--- src/rtl/bpar_pkg.sv ---
package bpar_pkg;

   typedef enum logic [1:0] {
      PH_IDLE = 2'd0,
      PH_ADDR = 2'd1,
      PH_DATA = 2'd2
   } phase_e;

   // Address qualification wins when both qualifiers are raised.
   function automatic phase_e phase_of(input logic addr_ph, input logic data_ph);
      if (addr_ph)      return PH_ADDR;
      else if (data_ph) return PH_DATA;
      else              return PH_IDLE;
   endfunction

   // Upper half carries meaningful parity only after wide negotiation.
   function automatic logic upper_valid(input phase_e ph, input logic req64, input logic ack64);
      case (ph)
         PH_ADDR: return req64;
         PH_DATA: return req64 & ack64;
         default: return 1'b0;
      endcase
   endfunction

endpackage

--- src/rtl/bpar_tree.sv ---
module bpar_tree #(
   parameter int W = 36
) (
   input  logic [W-1:0] d,
   output logic         p
);
   localparam int LVL = (W > 1) ? $clog2(W) : 0;
   localparam int N   = 1 << LVL;

   generate
      for (genvar l = 0; l <= LVL; l++) begin : g_lvl
         logic [(N >> l)-1:0] v;
         if (l == 0) begin : g_leaf
            for (genvar i = 0; i < N; i++) begin : g_in
               if (i < W) begin : g_real
                  assign v[i] = d[i];
               end else begin : g_pad
                  assign v[i] = 1'b0;
               end
            end
         end else begin : g_node
            for (genvar i = 0; i < (N >> l); i++) begin : g_x
               assign v[i] = g_lvl[l-1].v[2*i] ^ g_lvl[l-1].v[2*i+1];
            end
         end
      end
   endgenerate

   assign p = g_lvl[LVL].v[0];

endmodule

--- src/rtl/bpar_gen.sv ---
module bpar_gen
   import bpar_pkg::*;
#(
   parameter bit HAS_HI = 1'b1
) (
   input  logic   clk,
   input  logic   rst_n,
   input  logic   ad_oe,
   input  phase_e ph,
   input  logic   req64,
   input  logic   ack64,
   input  logic   p_lo,
   input  logic   p_hi,
   output logic   par_out,
   output logic   par_oe,
   output logic   par64_out,
   output logic   par64_oe
);
   always_ff @(posedge clk or negedge rst_n) begin
      if (!rst_n) begin
         par_out <= 1'b0;
         par_oe  <= 1'b0;
      end else begin
         par_out <= ad_oe ? p_lo : 1'b0;
         par_oe  <= ad_oe;
      end
   end

   generate
      if (HAS_HI) begin : g_hi
         logic hi_drive;
         assign hi_drive = ad_oe & upper_valid(ph, req64, ack64);
         always_ff @(posedge clk or negedge rst_n) begin
            if (!rst_n) begin
               par64_out <= 1'b0;
               par64_oe  <= 1'b0;
            end else begin
               par64_out <= hi_drive ? p_hi : 1'b0;
               par64_oe  <= hi_drive;
            end
         end
      end else begin : g_no_hi
         assign par64_out = 1'b0;
         assign par64_oe  = 1'b0;
      end
   endgenerate

   // parity enable only ever trails a driven bus cycle
   p_oe_trails_r2: assert property (@(posedge clk) disable iff (!rst_n)
      par_oe |-> $past(ad_oe));

   // upper parity is never driven without lower parity
   p_hi_within_lo_r3: assert property (@(posedge clk) disable iff (!rst_n)
      par64_oe |-> par_oe);

   // upper parity needs a wide request in the covered cycle
   p_hi_needs_req_r3: assert property (@(posedge clk) disable iff (!rst_n)
      par64_oe |-> $past(req64));

endmodule

--- src/rtl/bpar_chk.sv ---
module bpar_chk
   import bpar_pkg::*;
#(
   parameter bit HAS_HI = 1'b1
) (
   input  logic   clk,
   input  logic   rst_n,
   input  logic   ad_oe,
   input  phase_e ph,
   input  logic   req64,
   input  logic   ack64,
   input  logic   p_lo,
   input  logic   p_hi,
   input  logic   par_in,
   input  logic   par64_in,
   input  logic   sticky_clr,
   output logic   perr_n,
   output logic   serr_n,
   output logic   perr_sticky,
   output logic   serr_sticky
);
   // stage 1: capture expected parity and qualifiers of the received cycle
   logic rx_addr_q, rx_data_q, exp_lo_q;
   always_ff @(posedge clk or negedge rst_n) begin
      if (!rst_n) begin
         rx_addr_q <= 1'b0;
         rx_data_q <= 1'b0;
         exp_lo_q  <= 1'b0;
      end else begin
         rx_addr_q <= (ph == PH_ADDR) & ~ad_oe;
         rx_data_q <= (ph == PH_DATA) & ~ad_oe;
         exp_lo_q  <= p_lo;
      end
   end

   logic mis_hi;
   generate
      if (HAS_HI) begin : g_hi
         logic hi_q, exp_hi_q;
         always_ff @(posedge clk or negedge rst_n) begin
            if (!rst_n) begin
               hi_q     <= 1'b0;
               exp_hi_q <= 1'b0;
            end else begin
               hi_q     <= upper_valid(ph, req64, ack64) & ~ad_oe;
               exp_hi_q <= p_hi;
            end
         end
         assign mis_hi = hi_q & (exp_hi_q ^ par64_in);
      end else begin : g_no_hi
         assign mis_hi = 1'b0;
      end
   endgenerate

   // stage 2: compare with arriving parity, register the report
   logic bad, perr_set, serr_set, perr_q, serr_q;
   assign bad      = (exp_lo_q ^ par_in) | mis_hi;
   assign perr_set = rx_data_q & bad;
   assign serr_set = rx_addr_q & bad;

   always_ff @(posedge clk or negedge rst_n) begin
      if (!rst_n) begin
         perr_q      <= 1'b0;
         serr_q      <= 1'b0;
         perr_sticky <= 1'b0;
         serr_sticky <= 1'b0;
      end else begin
         perr_q      <= perr_set;
         serr_q      <= serr_set;
         perr_sticky <= (perr_sticky & ~sticky_clr) | perr_set;
         serr_sticky <= (serr_sticky & ~sticky_clr) | serr_set;
      end
   end

   assign perr_n = ~perr_q;
   assign serr_n = ~serr_q;

   // one event never reaches both report lines
   p_lines_exclusive_r5: assert property (@(posedge clk) disable iff (!rst_n)
      !(!perr_n && !serr_n));

   // a data error report stems from a data phase two cycles earlier
   p_perr_source_r4: assert property (@(posedge clk) disable iff (!rst_n)
      !perr_n |-> ($past(ph, 2) == PH_DATA));

   // self-driven cycles never report
   p_own_quiet_r7: assert property (@(posedge clk) disable iff (!rst_n)
      $past(ad_oe, 2) |-> (perr_n && serr_n));

   // flag is set whenever its pulse is present
   p_sticky_set_r8: assert property (@(posedge clk) disable iff (!rst_n)
      (!perr_n |-> perr_sticky) and (!serr_n |-> serr_sticky));

   // flag holds without a clear
   p_sticky_hold_r8: assert property (@(posedge clk) disable iff (!rst_n)
      (perr_sticky && !sticky_clr) |=> perr_sticky);

endmodule

--- src/rtl/bus_parity_unit.sv ---
module bus_parity_unit
   import bpar_pkg::*;
#(
   parameter int AD_W   = 32,
   parameter bit HAS_HI = 1'b1
) (
   input  logic                 clk,
   input  logic                 rst_n,
   input  logic [AD_W-1:0]      ad_lo,
   input  logic [AD_W/8-1:0]    cbe_lo_n,
   input  logic [AD_W-1:0]      ad_hi,
   input  logic [AD_W/8-1:0]    cbe_hi_n,
   input  logic                 ad_oe,
   input  logic                 addr_ph,
   input  logic                 data_ph,
   input  logic                 req64,
   input  logic                 ack64,
   input  logic                 par_in,
   input  logic                 par64_in,
   input  logic                 sticky_clr,
   output logic                 par_out,
   output logic                 par_oe,
   output logic                 par64_out,
   output logic                 par64_oe,
   output logic                 perr_n,
   output logic                 serr_n,
   output logic                 perr_sticky,
   output logic                 serr_sticky
);
   localparam int BE_W  = AD_W / 8;
   localparam int COV_W = AD_W + BE_W;

   generate
      if (AD_W < 8 || (AD_W % 8) != 0) begin : g_bad_width
         $error("bus_parity_unit: AD_W must be a positive multiple of 8");
      end
   endgenerate

   phase_e ph;
   assign ph = phase_of(addr_ph, data_ph);

   logic p_lo, p_hi;

   bpar_tree #(.W(COV_W)) u_tree_lo (
      .d ({ad_lo, cbe_lo_n}),
      .p (p_lo)
   );

   generate
      if (HAS_HI) begin : g_tree_hi
         bpar_tree #(.W(COV_W)) u_tree_hi (
            .d ({ad_hi, cbe_hi_n}),
            .p (p_hi)
         );
      end else begin : g_tree_none
         assign p_hi = 1'b0;
      end
   endgenerate

   bpar_gen #(.HAS_HI(HAS_HI)) u_gen (
      .clk       (clk),
      .rst_n     (rst_n),
      .ad_oe     (ad_oe),
      .ph        (ph),
      .req64     (req64),
      .ack64     (ack64),
      .p_lo      (p_lo),
      .p_hi      (p_hi),
      .par_out   (par_out),
      .par_oe    (par_oe),
      .par64_out (par64_out),
      .par64_oe  (par64_oe)
   );

   bpar_chk #(.HAS_HI(HAS_HI)) u_chk (
      .clk         (clk),
      .rst_n       (rst_n),
      .ad_oe       (ad_oe),
      .ph          (ph),
      .req64       (req64),
      .ack64       (ack64),
      .p_lo        (p_lo),
      .p_hi        (p_hi),
      .par_in      (par_in),
      .par64_in    (par64_in),
      .sticky_clr  (sticky_clr),
      .perr_n      (perr_n),
      .serr_n      (serr_n),
      .perr_sticky (perr_sticky),
      .serr_sticky (serr_sticky)
   );

   // reporting lines idle whenever there is no sticky record
   p_idle_without_flag_r9: assert property (@(posedge clk) disable iff (!rst_n)
      (!perr_sticky |-> perr_n) and (!serr_sticky |-> serr_n));

endmodule

--- config.mk ---
export PLATFORM = sky130hd
export DESIGN_NAME = bus_parity_unit
export DESIGN_NICKNAME = d
export VERILOG_FILES = /design/src/rtl/bpar_pkg.sv /design/src/rtl/bpar_tree.sv /design/src/rtl/bpar_gen.sv /design/src/rtl/bpar_chk.sv /design/src/rtl/bus_parity_unit.sv
export SDC_FILE = /design/constraint.sdc
export NUM_CORES = 1
export LEC_CHECK = 0
export ABC_AREA = 1
export CAP_MARGIN = 20
export CORE_MARGIN = 2
export CORE_UTILIZATION = 37
export DETAILED_ROUTE_END_ITERATION = 7
export GPL_ROUTABILITY_DRIVEN = 0
export PLACE_DENSITY_LB_ADDON = 0.05
export SLEW_MARGIN = 15
export SYNTH_ARGS = -nofsm -noshare
export SYNTH_HDL_FRONTEND = slang
export SYNTH_SLANG_ARGS = --single-unit
--- constraint.sdc ---
create_clock -name clk -period 0.9 [get_ports clk]
set_input_delay 0.135 -clock clk [delete_from_list [all_inputs] [get_ports clk]]
set_output_delay 0.135 -clock clk [all_outputs]
set_load 0.05 [all_outputs]
==> flow_metrics.py, run 1 <==
metrics = {
    "finish": {
        "layout_common_cells": "nand2_1 (148), buf_2 (41), nand2_2 (35)",
        "drive_gt1_share_pct": 45.41,
        "mostFrequentLayoutCell": "nand2_1",
        "diodes": 0,
        "final_nets": 508,
        "fin_cells": 479,
        "areaGrowthSynthToFinish_pct": 74.39,
        "fin_area_um2": 3127,
    },
    "detailed_routing": {
        "antenna_left": 0,
        "wirelength_um": 4288,
        "dr.pass1.iters": 4,
        "vias_per_cell": 4.472,
        "vias": 2142,
        "avgRoutedWirePerCell_um": 8.952,
        "drt_iter0_drc": 45,
        "route.detailed.drc": 0,
    },
    "worst_setup_path": {
        "crit_path_start": "ad_hi[30]",
        "cp_max_fo": 2,
        "critPathArrivalTime_ns": 1.13,
        "crit_path_max_incr_delay_ns": 0.24,
        "crit_type": "primary input to register",
        "critPathCaptureType": "register",
        "rr_endpoint": "u_chk.perr_sticky$_DFF_PN0_",
        "r2r_start": "u_chk.exp_lo_q$_DFF_PN0_",
        "rr_worst_depth": 4,
        "start_kind": "primary input",
        "rrSetupSlack_ns": -0.01,
        "cp.required_ns": 1.03,
        "crit_chain": "dlygate4sd2_1, xnor2_1, xnor2_1, buf_4, inv_2, nand3_4, nand2_2, nand2_2, nand2_1",
        "crit_end": "u_chk.g_hi.exp_hi_q$_DFF_PN0_",
        "crit_slowest_cell": "dlygate4sd2_1",
    },
    "global_route": {
        "grt_max_degree": 14,
        "grt_pass1_vias": 1853,
        "grt_pass1_wl_um": 6803,
        "grt-ovfl-total": 0,
        "antenna_found_initial": 0,
        "grt_usage_pct": 15.14,
    },
    "logic_synthesis": {
        "syn-mean-instance-area_um2": 5.517,
        "yosysSeqAreaShare_pct": 18.14,
        "synthesis.area_um2": 1793,
        "synth_warnings": 0,
        "synthCells": 325,
        "ys_ff_latch": 13,
        "yosysUniqueCellTypes": 15,
        "synth_fp_nets": 407,
    },
    "cts": {
        "cts_hold_buf": 0,
        "path_clk_slew_ns": 0.05,
        "cts_buffers": 3,
        "clk_path_buf_depth": 2,
        "h-tree-depth": 1,
        "clock_latency_ns": 0.24,
        "cts-root-buf": "clkbuf_8",
        "clock_sinks": 13,
        "cts_tree": "yes",
    },
    "placed_design": {
        "placed_cell_area_um2": 2934,
        "port_buffers": 89,
        "numPlacedInstances": 473,
        "dp_hpwl_um": 3511,
    },
    "timing": {
        "min_period_ns": 0.9998,
        "fin_setup_tns_ns": -0.5358,
        "tightest_slew_ns": 0.1721,
        "fin_worst_skew_ns": 0.0009218,
        "relSlewSlack_pct": 88.44,
        "finalCritPeriodShare_pct": 111.1,
        "slew_viol_final": 0,
        "rsz0062_at_grt": "true",
        "hold_viol": 0,
        "fmax_ghz": 1.000,
        "worst_slack_ns": -0.09978,
        "setup_viol": 14,
    },
    "die": {
        "dieWidth_um": 73.61,
        "start_util_pct": 38.21,
        "row_count": 25,
        "die_height_um": 73.61,
        "die-area_um2": 5418,
        "ios": 90,
        "coreArea_um2": 4692,
    },
    "flow_run": {
        "drv_cap": 0,
    },
    "status": {
        "status": "finished, violations left",
        "violations": "negative setup slack",
    },
    "pwr": {
        "leakage_uw": 0.001781,
        "power.density_nw_per_um2": 1140,
        "total_power_uw": 3565,
        "vdd_drop_max_v": 0.0006372,
    },
    "min_path": {
        "hold_path.class": "primary input to asynchronous set/reset pin",
    },
}
-- report_power, final --
| part | total, µW | internal (µW) | switching, µW |
|---|---|---|---|
| clock network | 520 | 313 | 207 |
| registers | 756 | 689 | 67.5 |
| logic | 2290 | 1060 | 1220 |
| total | 3560 | 2070 | 1500 |
-- cell type report --
type	count	area, µm²
Multi-Input combinational cell	268	1719
Fill cell	427	1565
Timing Repair Buffer	96	804.5
Sequential cell	13	325.3
Inverter	44	165.2
Tap cell	54	67.56
Clock buffer	4	45.04
-- critical path: cells and delay by family --
family,cells,cell delay [ns]
buf+inv,3,0.43
xor+xnor,2,0.32
simple gates,4,0.25
-- sequential cells by signal, indices dropped and copies added (netlist names) --
signal,count
u_chk.serr_q,1
u_gen.par64_oe,1
u_chk.serr_sticky,1
u_gen.par_oe,1
u_gen.par64_out,1
u_chk.g_hi.hi_q,1
u_gen.par_out,1
u_chk.perr_q,1
u_chk.rx_data_q,1
u_chk.perr_sticky,1
u_chk.rx_addr_q,1
u_chk.g_hi.exp_hi_q,1
u_chk.exp_lo_q,1
-- routing by layer --
metal	global-route usage, %	vias to the layer above	wire length, µm
li1	-	1145	-
met1	18.50	933	1781
met2	28.57	60	2256
met3	1.783	4	215
met4	2.424	0	36
met5	0	-	0
-- synth_stat cells (all sizes together) --
cell type | n | area [µm²]
a21oi | 2 | 17.52
dfrtp | 13 | 325.3
inv | 44 | 165.1
nand2 | 186 | 710.7
nand2b | 2 | 12.51
nand3 | 14 | 85.08
nor2 | 15 | 58.81
o21ai | 3 | 15.01
xnor2 | 29 | 254.0
xor2 | 17 | 148.9
-- per-stage QoR --
| stage | setup slack, ns | hold slack (ns) | util, % |
|---|---|---|---|
| after global placement | -0.7179 | 0.4460 | 62.53 |
| after detailed placement | -0.7451 | 0.4452 | 62.53 |
| after CTS | -0.1262 | 0.2082 | 63.01 |
| after floorplan | -0.09873 | -0.1606 | - |
| final | -0.09978 | 0.2094 | 66.64 |
| after global routing | -0.1828 | 0.2393 | 66.64 |
-- how the worst min path moves through the flow --
stage,start,endpoint,slack (ns),depth (start not counted)
global route,rst_n,u_chk.perr_q$_DFF_PN0_,0.24,2
global placement,u_chk.rx_data_q$_DFF_PN0_,u_chk.perr_q$_DFF_PN0_,0.45,2
CTS,rst_n,u_chk.perr_q$_DFF_PN0_,0.21,2
floorplan,rst_n,u_chk.exp_lo_q$_DFF_PN0_,-0.16,0
finish,rst_n,u_chk.perr_q$_DFF_PN0_,0.21,2
detailed placement,u_chk.rx_data_q$_DFF_PN0_,u_chk.perr_q$_DFF_PN0_,0.45,2
-- timing repair --
item	in CTS	in global routing
buffers inserted	0	2
resized for setup	337	59
pin swaps	132	79
setup endpoints to repair	16	16
cloned	0	0
-- cells by family (layout without fill, tap and decap cells) --
| kind of cell | count (synthesis) | in the layout | synth area share, % |
|---|---|---|---|
| and+or+nand+nor | 217 | 217 | 48.36 |
| buffers and inverters | 44 | 144 | 9.211 |
| DFF | 13 | 13 | 18.14 |
| xor gates and xnor gates | 46 | 46 | 22.47 |
| AOI/OAI and AO/OA | 5 | 5 | 1.814 |
Note: power is estimated with default switching activity, not from simulation.
==> run 2, diff against run 1 <==
- REMOVE_ABC_BUFFERS: default -> 1
==> run 2 against run 1 <==
  * The flow still finishes with violations (negative setup slack)
  * Sequential power rose by 0.5%
  * First-iteration DRC count up 33%
  * Worst setup slack gained 0.016 ns
  * Sequential share of layout area shrank 0.67 points
  * Critical path type unchanged
  * Final area is 6.9% higher
  * Fmax is 1.6% higher
  * Non-clock buffer count unchanged
  * Combinational power is 5% higher
  * Total power rose by 3.1%
==> flow_metrics.py, run 2 (synthesis results as in run 1) <==
metrics = {
    "status": {
        "status": "finished, violations left",
        "violations": "negative setup slack",
    },
    "detailed_routing": {
        "wl_met3_um": 183,
        "vias_per_cell": 4.568,
        "antenna_left": 0,
        "vias": 2188,
        "dr.pass1.iters": 4,
        "avgRoutedWirePerCell_um": 9.562,
        "drt_iter0_drc": 60,
        "highest_layer": "met4",
        "met2_wirelength_um": 2656,
        "route.detailed.drc": 0,
        "drt-met1-wl_um": 1698,
        "wirelength_um": 4580,
    },
    "global_route": {
        "grt_usage_pct": 16.69,
        "grt_pass1_wl_um": 7514,
        "grt_max_degree": 14,
        "grt_pass1_vias": 2020,
        "grt-ovfl-total": 0,
        "antenna_found_initial": 0,
    },
    "min_path": {
        "hold_path.class": "primary input to asynchronous set/reset pin",
    },
    "flow_run": {
        "drv_cap": 0,
    },
    "worst_setup_path": {
        "crit_type": "primary input to register",
        "cp_top_family": "simple AND/OR/NAND/NOR gates",
        "critPathArrivalTime_ns": 1.15,
        "rr_worst_depth": 4,
        "critPathCaptureType": "register",
        "crit_top_cell": "nand2_2",
        "start_kind": "primary input",
        "r2r_start": "u_chk.exp_lo_q$_DFF_PN0_",
        "crit_slowest_cell": "xnor2_2",
        "critical_path_cell_count": 12,
        "crit_path_start": "ad_lo[21]",
        "rr_endpoint": "u_chk.perr_sticky$_DFF_PN0_",
        "crit_end": "u_gen.par_out$_DFF_PN0_",
        "crit_chain": "buf_4, xnor2_2, nand2_1, nand2_1, nand2_2, nand2_2, nand2_4, nand2_2, nand2_2, nand2_2, nand2_2, a21oi_2",
        "path_buf_inv": 1,
        "rrSetupSlack_ns": 0.01,
        "cp.required_ns": 1.07,
        "cp_max_fo": 2,
        "crit_path_max_incr_delay_ns": 0.15,
    },
    "pwr": {
        "leakage_uw": 0.001842,
        "switching_share_pct": 41.79,
        "seqPwrFrac_pct": 20.7,
        "power_frac_comb_pct": 65.6,
        "power.density_nw_per_um2": 1099,
        "p_int_uw": 2139,
        "vdd_drop_max_v": 0.0005282,
        "switchingPower_uw": 1536,
        "clock_power_share_pct": 13.7,
    },
    "die": {
        "dieWidth_um": 73.61,
        "start_util_pct": 38.21,
        "die-area_um2": 5418,
        "coreArea_um2": 4692,
        "row_count": 25,
        "ios": 90,
        "die_height_um": 73.61,
    },
    "timing": {
        "hold_viol": 0,
        "fin_worst_skew_ns": 0.002172,
        "fmax_ghz": 1.016,
        "worst_slack_ns": -0.08389,
        "min_period_ns": 0.9839,
        "tightest_slew_ns": 0.2187,
        "finalCritPeriodShare_pct": 109.3,
        "setup_viol": 12,
        "slew_viol_final": 0,
        "relSlewSlack_pct": 85.35,
        "rsz0062_at_grt": "true",
    },
    "finish": {
        "diodes": 0,
        "layout_common_cells": "nand2_1 (137), nand2_2 (45), buf_2 (33)",
        "post-route-util_pct": 71.25,
        "areaGrowthSynthToFinish_pct": 86.46,
        "final_nets": 508,
        "fin_area_um2": 3343,
        "drive_gt1_share_pct": 52.24,
        "fin_cells": 479,
        "mostFrequentLayoutCell": "nand2_1",
    },
    "cts": {
        "h-tree-depth": 1,
        "clk_path_buf_depth": 2,
        "cts_tree": "yes",
        "clock_sinks": 13,
        "cts_hold_buf": 0,
        "cts-root-buf": "clkbuf_8",
        "cts_buffers": 3,
        "clock_latency_ns": 0.24,
        "path_clk_slew_ns": 0.05,
    },
    "placed_design": {
        "port_buffers": 89,
        "placed_cell_area_um2": 2877,
        "numPlacedInstances": 474,
        "preCtsSetupSlack_ns": -0.7310,
        "dp_hpwl_um": 3466,
    },
}
-- run 2: cell types whose count changed in the layout (fill, tap and decap cells not counted), sizes merged --
| cell | change |
|---|---|
| dlygate4sd2 | -3 |
| clkdlybuf4s15 | +3 |
-- run 2: per-stage QoR --
step	setup TNS [ns]	hold WS, ns	total power, µW
4_1_cts	-0.6505	0.1992	3464
6_report	-0.4553	0.1962	3675
5_1_grt	-1.218	0.2067	3961
3_5_place_dp	-4.227	0.4436	2746
3_3_place_gp	-4.086	0.4334	2699
2_1_floorplan	-0.4452	-0.1606	1872
-- run 2: cell type report --
type                    instances  area (µm²)
multi-input cells             268        1867
fillers                       392        1349
repair buffers                 96       870.8
flip-flops and latches         13       325.3
inverters                      44       167.7
well taps                      54       67.56
clock buffers                   4       45.04
-- run 2: worst register-to-register path, stage by stage (launching register included) --
cell and delay [ns]:
dfrtp_1 0.37, xnor2_1 0.17, o21ai_2 0.09, nand2_1 0.09
o21ai_1 0.06
-- run 2: how the worst min path moves through the flow --
stage	slack, ns	endpoint	startpoint
detailed placement	0.44	u_chk.perr_q$_DFF_PN0_	u_chk.rx_data_q$_DFF_PN0_
finish	0.20	u_gen.par64_oe$_DFF_PN0_	rst_n
global route	0.21	u_gen.par64_oe$_DFF_PN0_	rst_n
CTS	0.20	u_chk.serr_q$_DFF_PN0_	rst_n
floorplan	-0.16	u_chk.exp_lo_q$_DFF_PN0_	rst_n
global placement	0.43	u_chk.perr_q$_DFF_PN0_	u_chk.rx_data_q$_DFF_PN0_
-- run 2: power by group through the flow --
stage	registers [µW]	clock network [µW]	logic, µW
floorplan	882	0	990
global placement	762	0	1940
detailed placement	769	0	1980
CTS	761	518	2190
global route	768	540	2650
finish	760	504	2410
-- run 2: repair_timing --
item | in CTS | in global routing
setup endpoints to repair | 16 | 16
buffers inserted | 0 | 2
pin swaps | 144 | 113
gates resized for setup | 356 | 106
-- run 2: per-layer routing --
metal,track usage [%],up-vias
li1,-,1147
met2,34.23,55
met3,1.920,6
met4,3.838,0
met5,0,-
met1,17.62,980
